### src/rtl/ctr_irq_pkg.sv
package ctr_irq_pkg;
  // register map of the write port
  typedef enum logic [1:0] {
    REG_ENA  = 2'd0,
    REG_FLAG = 2'd1,
    REG_WSEL = 2'd2,
    REG_NONE = 2'd3
  } reg_sel_e;

  // flag vector layout
  localparam int FLG_MAIN = 0;
  localparam int FLG_MID  = 1;
  localparam int FLG_CH0  = 2;
endpackage

### src/rtl/ctr_tick.sv
module ctr_tick #(
  parameter int CNT_W    = 16,
  parameter int MID_BASE = 8,
  parameter int SEL_W    = 2
) (
  input  logic             clk,
  input  logic             rst_n,
  input  logic             cnt_en,
  input  logic [SEL_W-1:0] wsel,
  output logic [CNT_W-1:0] count,
  output logic             main_wrap,
  output logic             mid_wrap
);
  localparam int MAX_MID = MID_BASE + (1 << SEL_W) - 1;

  logic [CNT_W-1:0] mid_mask;

  always_ff @(posedge clk or negedge rst_n) begin
    if (!rst_n) count <= '0;
    else if (cnt_en) count <= count + 1'b1;
  end

  // all-ones mask of the selected low-order width
  always_comb begin
    mid_mask = (CNT_W'(1) << (MID_BASE + int'(wsel))) - CNT_W'(1);
  end

  assign main_wrap = cnt_en && (count == {CNT_W{1'b1}});
  assign mid_wrap  = cnt_en && ((count & mid_mask) == mid_mask);

  initial begin
    if (MAX_MID >= CNT_W) $error("intermediate width must stay below counter width");
  end

  // one step per enabled cycle, including the wrap
  a_r2_count_step: assert property (@(posedge clk) disable iff (!rst_n)
    cnt_en |=> count == $past(count) + 1'b1);

  // no movement without enable
  a_r2_count_hold: assert property (@(posedge clk) disable iff (!rst_n)
    !cnt_en |=> $stable(count));
endmodule

### src/rtl/ctr_flag_bank.sv
module ctr_flag_bank #(
  parameter int NFLAG = 8
) (
  input  logic             clk,
  input  logic             rst_n,
  input  logic [NFLAG-1:0] set_i,
  input  logic [NFLAG-1:0] clr_i,
  output logic [NFLAG-1:0] flags_o
);
  for (genvar k = 0; k < NFLAG; k++) begin : g_flag
    always_ff @(posedge clk or negedge rst_n) begin
      if (!rst_n)          flags_o[k] <= 1'b0;
      else if (set_i[k])   flags_o[k] <= 1'b1;
      else if (clr_i[k])   flags_o[k] <= 1'b0;
    end

    // an event always leaves the flag set, even with a clear beside it
    a_r8_set_wins: assert property (@(posedge clk) disable iff (!rst_n)
      set_i[k] |=> flags_o[k]);

    // a set flag only falls through an explicit clear
    a_r7_sticky: assert property (@(posedge clk) disable iff (!rst_n)
      (flags_o[k] && !clr_i[k]) |=> flags_o[k]);
  end
endmodule

### src/rtl/ctr_irq_gate.sv
module ctr_irq_gate #(
  parameter int NFLAG = 8
) (
  input  logic [NFLAG-1:0] flags_i,
  input  logic [NFLAG-1:0] en_i,
  input  logic             blk_en_i,
  input  logic             glb_en_i,
  output logic             irq_o
);
  logic [NFLAG-1:0] armed;

  for (genvar k = 0; k < NFLAG; k++) begin : g_arm
    assign armed[k] = flags_i[k] & en_i[k];
  end

  assign irq_o = glb_en_i & blk_en_i & (|armed);
endmodule

### src/rtl/ctr_irq_agg.sv
module ctr_irq_agg
  import ctr_irq_pkg::*;
#(
  parameter int CNT_W    = 16,
  parameter int N_CH     = 6,
  parameter int MID_BASE = 8,
  parameter int SEL_W    = 2,
  parameter int REG_W    = N_CH + 3
) (
  input  logic               clk,
  input  logic               rst_n,
  input  logic               cnt_en,
  input  logic [N_CH-1:0]    chan_evt,
  input  logic               glb_en,
  input  logic               wr_en,
  input  logic [1:0]         wr_addr,
  input  logic [REG_W-1:0]   wr_data,
  output logic [CNT_W-1:0]   count,
  output logic [N_CH+1:0]    flags,
  output logic               irq
);
  localparam int NFLAG  = N_CH + 2;
  localparam int BLK_EN = NFLAG;

  logic [NFLAG-1:0] en_q;
  logic             blk_q;
  logic [SEL_W-1:0] wsel_q;
  logic             main_wrap;
  logic             mid_wrap;
  logic [NFLAG-1:0] set_v;
  logic [NFLAG-1:0] clr_v;
  logic             wr_ena;
  logic             wr_flg;
  logic             wr_sel;
  logic             unused_wdata;

  initial begin
    if (REG_W < NFLAG + 1) $error("write port too narrow for enable word");
  end

  assign wr_ena = wr_en && (reg_sel_e'(wr_addr) == REG_ENA);
  assign wr_flg = wr_en && (reg_sel_e'(wr_addr) == REG_FLAG);
  assign wr_sel = wr_en && (reg_sel_e'(wr_addr) == REG_WSEL);
  assign unused_wdata = ^wr_data;

  // configuration registers
  always_ff @(posedge clk or negedge rst_n) begin
    if (!rst_n) begin
      en_q   <= '0;
      blk_q  <= 1'b0;
      wsel_q <= '0;
    end else begin
      if (wr_ena) begin
        en_q  <= wr_data[NFLAG-1:0];
        blk_q <= wr_data[BLK_EN];
      end
      if (wr_sel) wsel_q <= wr_data[SEL_W-1:0];
    end
  end

  ctr_tick #(
    .CNT_W    (CNT_W),
    .MID_BASE (MID_BASE),
    .SEL_W    (SEL_W)
  ) u_tick (
    .clk       (clk),
    .rst_n     (rst_n),
    .cnt_en    (cnt_en),
    .wsel      (wsel_q),
    .count     (count),
    .main_wrap (main_wrap),
    .mid_wrap  (mid_wrap)
  );

  always_comb begin
    set_v                        = '0;
    set_v[FLG_MAIN]              = main_wrap;
    set_v[FLG_MID]               = mid_wrap;
    set_v[FLG_CH0 +: N_CH]       = chan_evt;
    clr_v = wr_flg ? ~wr_data[NFLAG-1:0] : '0;
  end

  ctr_flag_bank #(.NFLAG(NFLAG)) u_flags (
    .clk     (clk),
    .rst_n   (rst_n),
    .set_i   (set_v),
    .clr_i   (clr_v),
    .flags_o (flags)
  );

  ctr_irq_gate #(.NFLAG(NFLAG)) u_gate (
    .flags_i  (flags),
    .en_i     (en_q),
    .blk_en_i (blk_q),
    .glb_en_i (glb_en),
    .irq_o    (irq)
  );

  // full wrap of the count raises the main flag
  a_r3_main_wrap: assert property (@(posedge clk) disable iff (!rst_n)
    (cnt_en && count == {CNT_W{1'b1}}) |=> (flags[FLG_MAIN] && count == '0));

  // without writes and with the global gate held, the request stays up
  a_r10_irq_holds: assert property (@(posedge clk) disable iff (!rst_n)
    (irq && !wr_en && glb_en) |=> (irq || !glb_en));

  // no request without both global enables
  a_r9_gated: assert property (@(posedge clk) disable iff (!rst_n)
    irq |-> (glb_en && blk_q && (|flags)));
endmodule

### config.mk
export PLATFORM = sky130hd
export DESIGN_NAME = ctr_irq_agg
export DESIGN_NICKNAME = d
export VERILOG_FILES = /design/src/rtl/ctr_irq_pkg.sv /design/src/rtl/ctr_tick.sv /design/src/rtl/ctr_flag_bank.sv /design/src/rtl/ctr_irq_gate.sv /design/src/rtl/ctr_irq_agg.sv
export SDC_FILE = /design/constraint.sdc
export NUM_CORES = 1
export LEC_CHECK = 0
export ABC_AREA = 0
export BUFFER_PORTS_ARGS = -buffer_cell sky130_fd_sc_hd__buf_2
export CAP_MARGIN = 20
export CORE_MARGIN = 2
export CORE_UTILIZATION = 45
export DETAILED_ROUTE_END_ITERATION = 12
export HOLD_SLACK_MARGIN = 0.06
export PLACE_DENSITY = 0.71
export RECOVER_POWER = 25
export SKIP_LAST_GASP = 1
export SLEW_MARGIN = 20
export SYNTH_ARGS = -nofsm -noshare
export SYNTH_HDL_FRONTEND = slang
export SYNTH_SLANG_ARGS = --single-unit
### constraint.sdc
create_clock -name clk -period 2.2 [get_ports clk]
set_clock_uncertainty 0.2 [all_clocks]
set_input_delay 0.22 -clock clk [delete_from_list [all_inputs] [get_ports clk]]
set_output_delay 0.22 -clock clk [all_outputs]
set_load 0.01 [all_outputs]
* After elaboration in Yosys (flattened, before gate mapping)
Index checks and enable logic that the tools add are counted.
Word-level totals: output and inout port bits 25, memories kept 0, bits in latches 0, memory bits (writable) 0, input bits 22, word-level logic and storage cells 64, ROM bits 0, flip-flop bits (word level) 35
Operators by class: reduce and logical (&&, ||, !) cells 15, bitwise gates (word level) 12, multiply operators 0, muxes and demuxes 17, order comparisons 0, shift-type cells 1, divide/modulo/power cells 0, add/sub/neg operators 3, equal/unequal tests 4
Operators by type and width (count):
- 1-bit by 32-bit << shifter with 16-bit output (first input constant) | 1
- 16-bit by 1-bit adder with 16-bit output (second input constant) | 1
- 16-bit AND | 1
- 16-bit == test | 1
- 16-bit == test (second input constant) | 1
- 1-bit two-way mux | 16
- 2-bit nonzero test | 8
- 16-bit by 2-bit subtractor with 16-bit output (second input constant) | 1
- 1-bit AND | 10
- 8-bit two-way mux | 1
- 8-bit inverter | 1
- 8-bit OR reduction | 1
- 4-bit by 2-bit adder with 5-bit output (first input constant) | 1
- 1-bit logical AND | 5
- 2-bit by 1-bit == test with 1-bit output (second input constant) | 1
- 2-bit == test (second input constant) | 1
- 2-bit logical NOT | 1

* Longest topological paths before layout
depth after elaboration 7, mapped depth 6, gate-level depth less buffers 6

* By module
From an unflattened synthesis, not the netlist that was laid out.
Second synthesis, totals: cell total of the unflattened synthesis 139, area, all modules 1604.0 µm²
Modules (own cells, without submodules):
- ctr_tick | seq. area each 400.4 µm², instances 1, cells an instance 75, area an instance 803.3 µm²
- ctr_irq_agg | seq. area each 275.3 µm², instances 1, cells an instance 34, area an instance 467.9 µm²
- ctr_flag_bank | seq. area each 200.2 µm², instances 1, cells an instance 24, area an instance 290.3 µm²
- ctr_irq_gate | seq. area each 0.0 µm², instances 1, cells an instance 6, area an instance 42.5 µm²

* Worst setup path after synthesis
No wires, ideal clock.
path kind reg-to-reg, from reg wsel_q[1], to reg u_flags.flags_o[1], cell stages (with the launch flop) 6, arrival 1.551 ns, library setup time 0.104 ns, data required time 1.896 ns, path buffers 0, slack 0.346 ns, period minus slack after synthesis 1.854 ns, cells stage by stage dfrtp_1 or2_1 ha_1 and2b_1 a221o_1 o41ai_2
On the way: word-level cells in the longest chain between the ends 7, elaborated cells on any way between the ends 8, classes of those cells add/sub (2); eq/ne (1); shift (1); mux (1); bitwise (1); reduce/logical (2)
RTL lines:
- start, declared | line ctr_irq_agg.sv:27 | logic [SEL_W-1:0] wsel_q;
- start signal, assigned | line ctr_irq_agg.sv:57 | if (wr_sel) wsel_q <= wr_data[SEL_W-1:0];
- 4-bit by 2-bit adder with 5-bit output (*) | line ctr_tick.sv:25 | mid_mask = (CNT_W'(1) << (MID_BASE + int'(wsel))) - CNT_W'(1);
- 1-bit by 32-bit << shifter with 16-bit output (*) | line ctr_tick.sv:25
- 16-bit by 2-bit subtractor with 16-bit output (*) | line ctr_tick.sv:25
- 16-bit AND | line ctr_tick.sv:29 | assign mid_wrap = cnt_en && ((count & mid_mask) == mid_mask);
- 16-bit == test (*) | line ctr_tick.sv:29
- 1-bit logical AND (*) | line ctr_tick.sv:29
- 1-bit two-way mux or 2-bit nonzero test (tied branches)
- end signal, assigned by index | line ctr_flag_bank.sv:12 | if (!rst_n) flags_o[k] <= 1'b0;
- end signal, assigned by index | line ctr_flag_bank.sv:13 | else if (set_i[k]) flags_o[k] <= 1'b1;
- end signal, assigned by index | line ctr_flag_bank.sv:14 | else if (clr_i[k]) flags_o[k] <= 1'b0;
- end, declared | line ctr_flag_bank.sv:8 | output logic [NFLAG-1:0] flags_o
Every way passes the cells marked *; elsewhere a longest branch is shown, timed or not. A chain may end at the register's enable or synchronous reset.

* Final worst setup path
Ends and elaborated chain as after synthesis.

==> impl_metrics.tcl <==
set metrics [dict create \
    p_per_area_nw_per_um2 839 \
    cts.path.max_buffers 2 \
    clock_insertion_delay_worst_skew_ns 0.34 \
    worstSetupEndpointType "flip-flop" \
    power_frac_seq 0.475 \
    start_util 0.469 \
    power.share.clock 0.309 \
    synth-seq-cells 35 \
    critPathBufInv 0 \
    fin_nets 230 \
    rsz0062_at_grt "false" \
    worstSetupStartpoint "wsel_q[1]" \
    cp-start-kind "flip-flop" \
    fin_crit_sh 0.900 \
    maxCapViolCount 0 \
    r2r_start "wsel_q[1]" \
    synth.cell_area_um2 1580 \
    wl_met2_um 1760 \
    grt_pass1_vias 1272 \
    grt_max_degree 36 \
    wl_um 3480 \
    cts.clk_slew.worst_paths_ns 0.11 \
    core_area_um2 3360 \
    grt_pass1_wl_um 5840 \
    fp.dieH_um 63.2 \
    die_w_um 63.2 \
    switching_share 0.286 \
    dr.pass1.iters 4 \
    drive_above_1_share 0.325 \
    ys_seq_area_frac 0.555 \
    antenna_found_initial 0 \
    track_usage 0.190 \
    syn_nets 154 \
    finalSetupTns_ns 0 \
    arrival_ns 2.03 \
    relSlewSlack 0.434 \
    antenna_left 0 \
    min_path_cells 3 \
    cts_tree "yes" \
    async_reset_ff_frac 1.00 \
    max_stage_delay_ns 0.44 \
    syn-instance-count 129 \
    cts.sinks 35 \
    fin_crit_ns 1.98 \
    via_per_inst 5.06 \
    crit_family "compound AO/OA/AOI/OAI gates" \
    tightestPinTransition_ns 0.848 \
    root_buffer "clkbuf_4" \
    portBuffers 46 \
    io-pin-count 47 \
    setup_viol 0 \
    dr_total_vias 1275 \
    route.met3.wl_um 125 \
    fmax_ghz 0.505 \
    place.gp.congestion 0.784 \
    vdd_drop_max_mv 0.671 \
    p_leak_nw 1.02 \
    worstPathCellList "or2_1 -> ha_1 -> and2b_1 -> a221o_1 -> o41ai_2" \
    area_delta_synth_final_pct 39.1 \
    ys_types 30 \
    gr-total-overflow 0 \
    numCtsBuffers 5 \
    die-area_um2 4000 \
    hp-class "input pin to flip-flop" \
    min_from "wr_addr[1]" \
    routed.top_layer "met4" \
    place.detailed.hpwl_um 2360 \
    drc 0 \
    switchingPower_uw 527 \
    synth_top_area_frac 0.555 \
    cp.depth 5 \
    p_comb_frac 0.216 \
    yosys_most_used_dff "dfrtp_1" \
    worst-setup-path-type "flip-flop to flip-flop" \
    n_antenna_cell 0 \
    final-hold-violation-count 0 \
    cp_slowest_cell "dfrtp_1" \
    finalPower_mw 1.84 \
    htreeDepth 2 \
    syn_area_per_cell_um2 12.2 \
    rr_worst_depth 5 \
    synth.top_cells.by_area "dfrtp_1 55%, mux2_2 8.6%, xor2_1 5.0%" \
    final_max_slew_viol_count 0 \
    post-synth-top-area-cell "dfrtp_1" \
    synth-warning-count 0 \
    crit_required_ns 2.25 \
    route.detailed.wl_per_inst_um 13.8 \
    synth_edf_count 0 \
    worstPathMaxFanout 6 \
    drt-initial-drc-count 46 \
    internal-power_mw 1.32 \
    post_cts_resized 0 \
    status "completed" \
    wl_met1_um 1530 \
    num_rows 21 \
]
-- power groups by stage --
| stage | Clock, mW | Combinational, mW | Sequential [mW] |
|---|---|---|---|
| floorplan | 0 | 0.197 | 0.900 |
| finish | 0.570 | 0.398 | 0.876 |
| global placement | 0 | 0.356 | 0.872 |
| CTS | 0.583 | 0.402 | 0.877 |
| detailed placement | 0 | 0.371 | 0.890 |
| global route | 0.609 | 0.443 | 0.895 |
-- what timing repair did --
item                                   in CTS  in global routing
hold buffers                               23                  0
endpoints found under the hold margin      57                  0
setup buffers                               0                  0
-- metrics by stage --
step | setup slack [ns] | util | instances | hold WS (ns) | instance area [um2]
2_1_floorplan | 0.346 | - | 129 | -0.276 | 1580
3_3_place_gp | 0.321 | 0.556 | 221 | 0.124 | 1870
3_5_place_dp | 0.246 | 0.556 | 221 | 0.139 | 1870
4_1_cts | 0.216 | 0.654 | 252 | 0.0947 | 2200
5_1_grt | 0.139 | 0.653 | 252 | 0.115 | 2200
6_report | 0.219 | 0.653 | 252 | 0.114 | 2200
-- state kept, by name, indices dropped and copies added (netlist names) --
signal and count:
en_q 8, u_flags.flags_o 8, wsel_q 2, blk_q 1, u_tick.count 16
-- area by class of cell --
type / instances / area, um2
clock inverter: 2 / 60.1
multi-input combinational: 89 / 683
inverter: 4 / 15.0
fill: 294 / 1170
tap: 46 / 57.6
clock buffer: 6 / 41.3
timing repair buffer: 70 / 464
sequential: 35 / 876
-- layout by cell type, fill, tap and decap left out, types with 4 or more instances in the layout --
| cell type | instances |
|---|---|
| o21ai_0 | 8 |
| nand2b_1 | 7 |
| nand4_1 | 5 |
| nor4_1 | 5 |
| dfrtp_1 | 35 |
| xor2_1 | 9 |
| clkbuf_4 | 5 |
| nand2_1 | 9 |
| clkbuf_1 | 4 |
| a22oi_1 | 4 |
| buf_2 | 42 |
| mux2_2 | 12 |
| inv_1 | 4 |
| xnor2_1 | 6 |
| dlygate4sd3_1 | 23 |
-- worst min-delay path: stages --
cell,delay [ns]
buf_2,0.11
nand3b_1,0.13
mux2_2,0.16
-- worst paths after layout --
kind / to / slack, ns
max: u_flags.flags_o[1] / 0.22
min: wsel_q[0] / 0.11
max reg2reg: u_flags.flags_o[1] / 0.22
min reg2reg: blk_q / 0.32
max in group asynchronous: u_tick.count[12] / 0.97
min in group asynchronous: wsel_q[1] / 0.31
-- cells in the mapped netlist, types with 2 or more instances --
cell type and instances:
dfrtp_1 35, mux2_2 12, nand2_1 9, xor2_1 9, o21ai_0 8, nand2b_1 7, xnor2_1 6, nand4_1 5
nor4_1 5, a22oi_1 4, inv_1 4, ha_1 3, nor2_1 3, nand3b_1 2, nor3_1 2
-- kinds of logic after synthesis --
group                    count (synthesis)  synth area share
flip-flops                              35             0.555
XOR/XNOR                                15            0.0832
multiplexers                            12            0.0856
AND/OR/NAND/NOR                         42             0.165
AO/OA/AOI/OAI                           17            0.0753
adder cells (fa/ha/maj)                  3            0.0238
buffers and inverters                    5            0.0127
-- routing by layer --
| layer | GRT usage | vias to the layer above |
|---|---|---|
| met2 | 0.314 | 25 |
| met1 | 0.240 | 620 |
| li1 | - | 622 |
| met3 | 0.0375 | 8 |
| met4 | 0.0897 | 0 |
| met5 | 0 | - |
(Power assumes the default switching activity.)
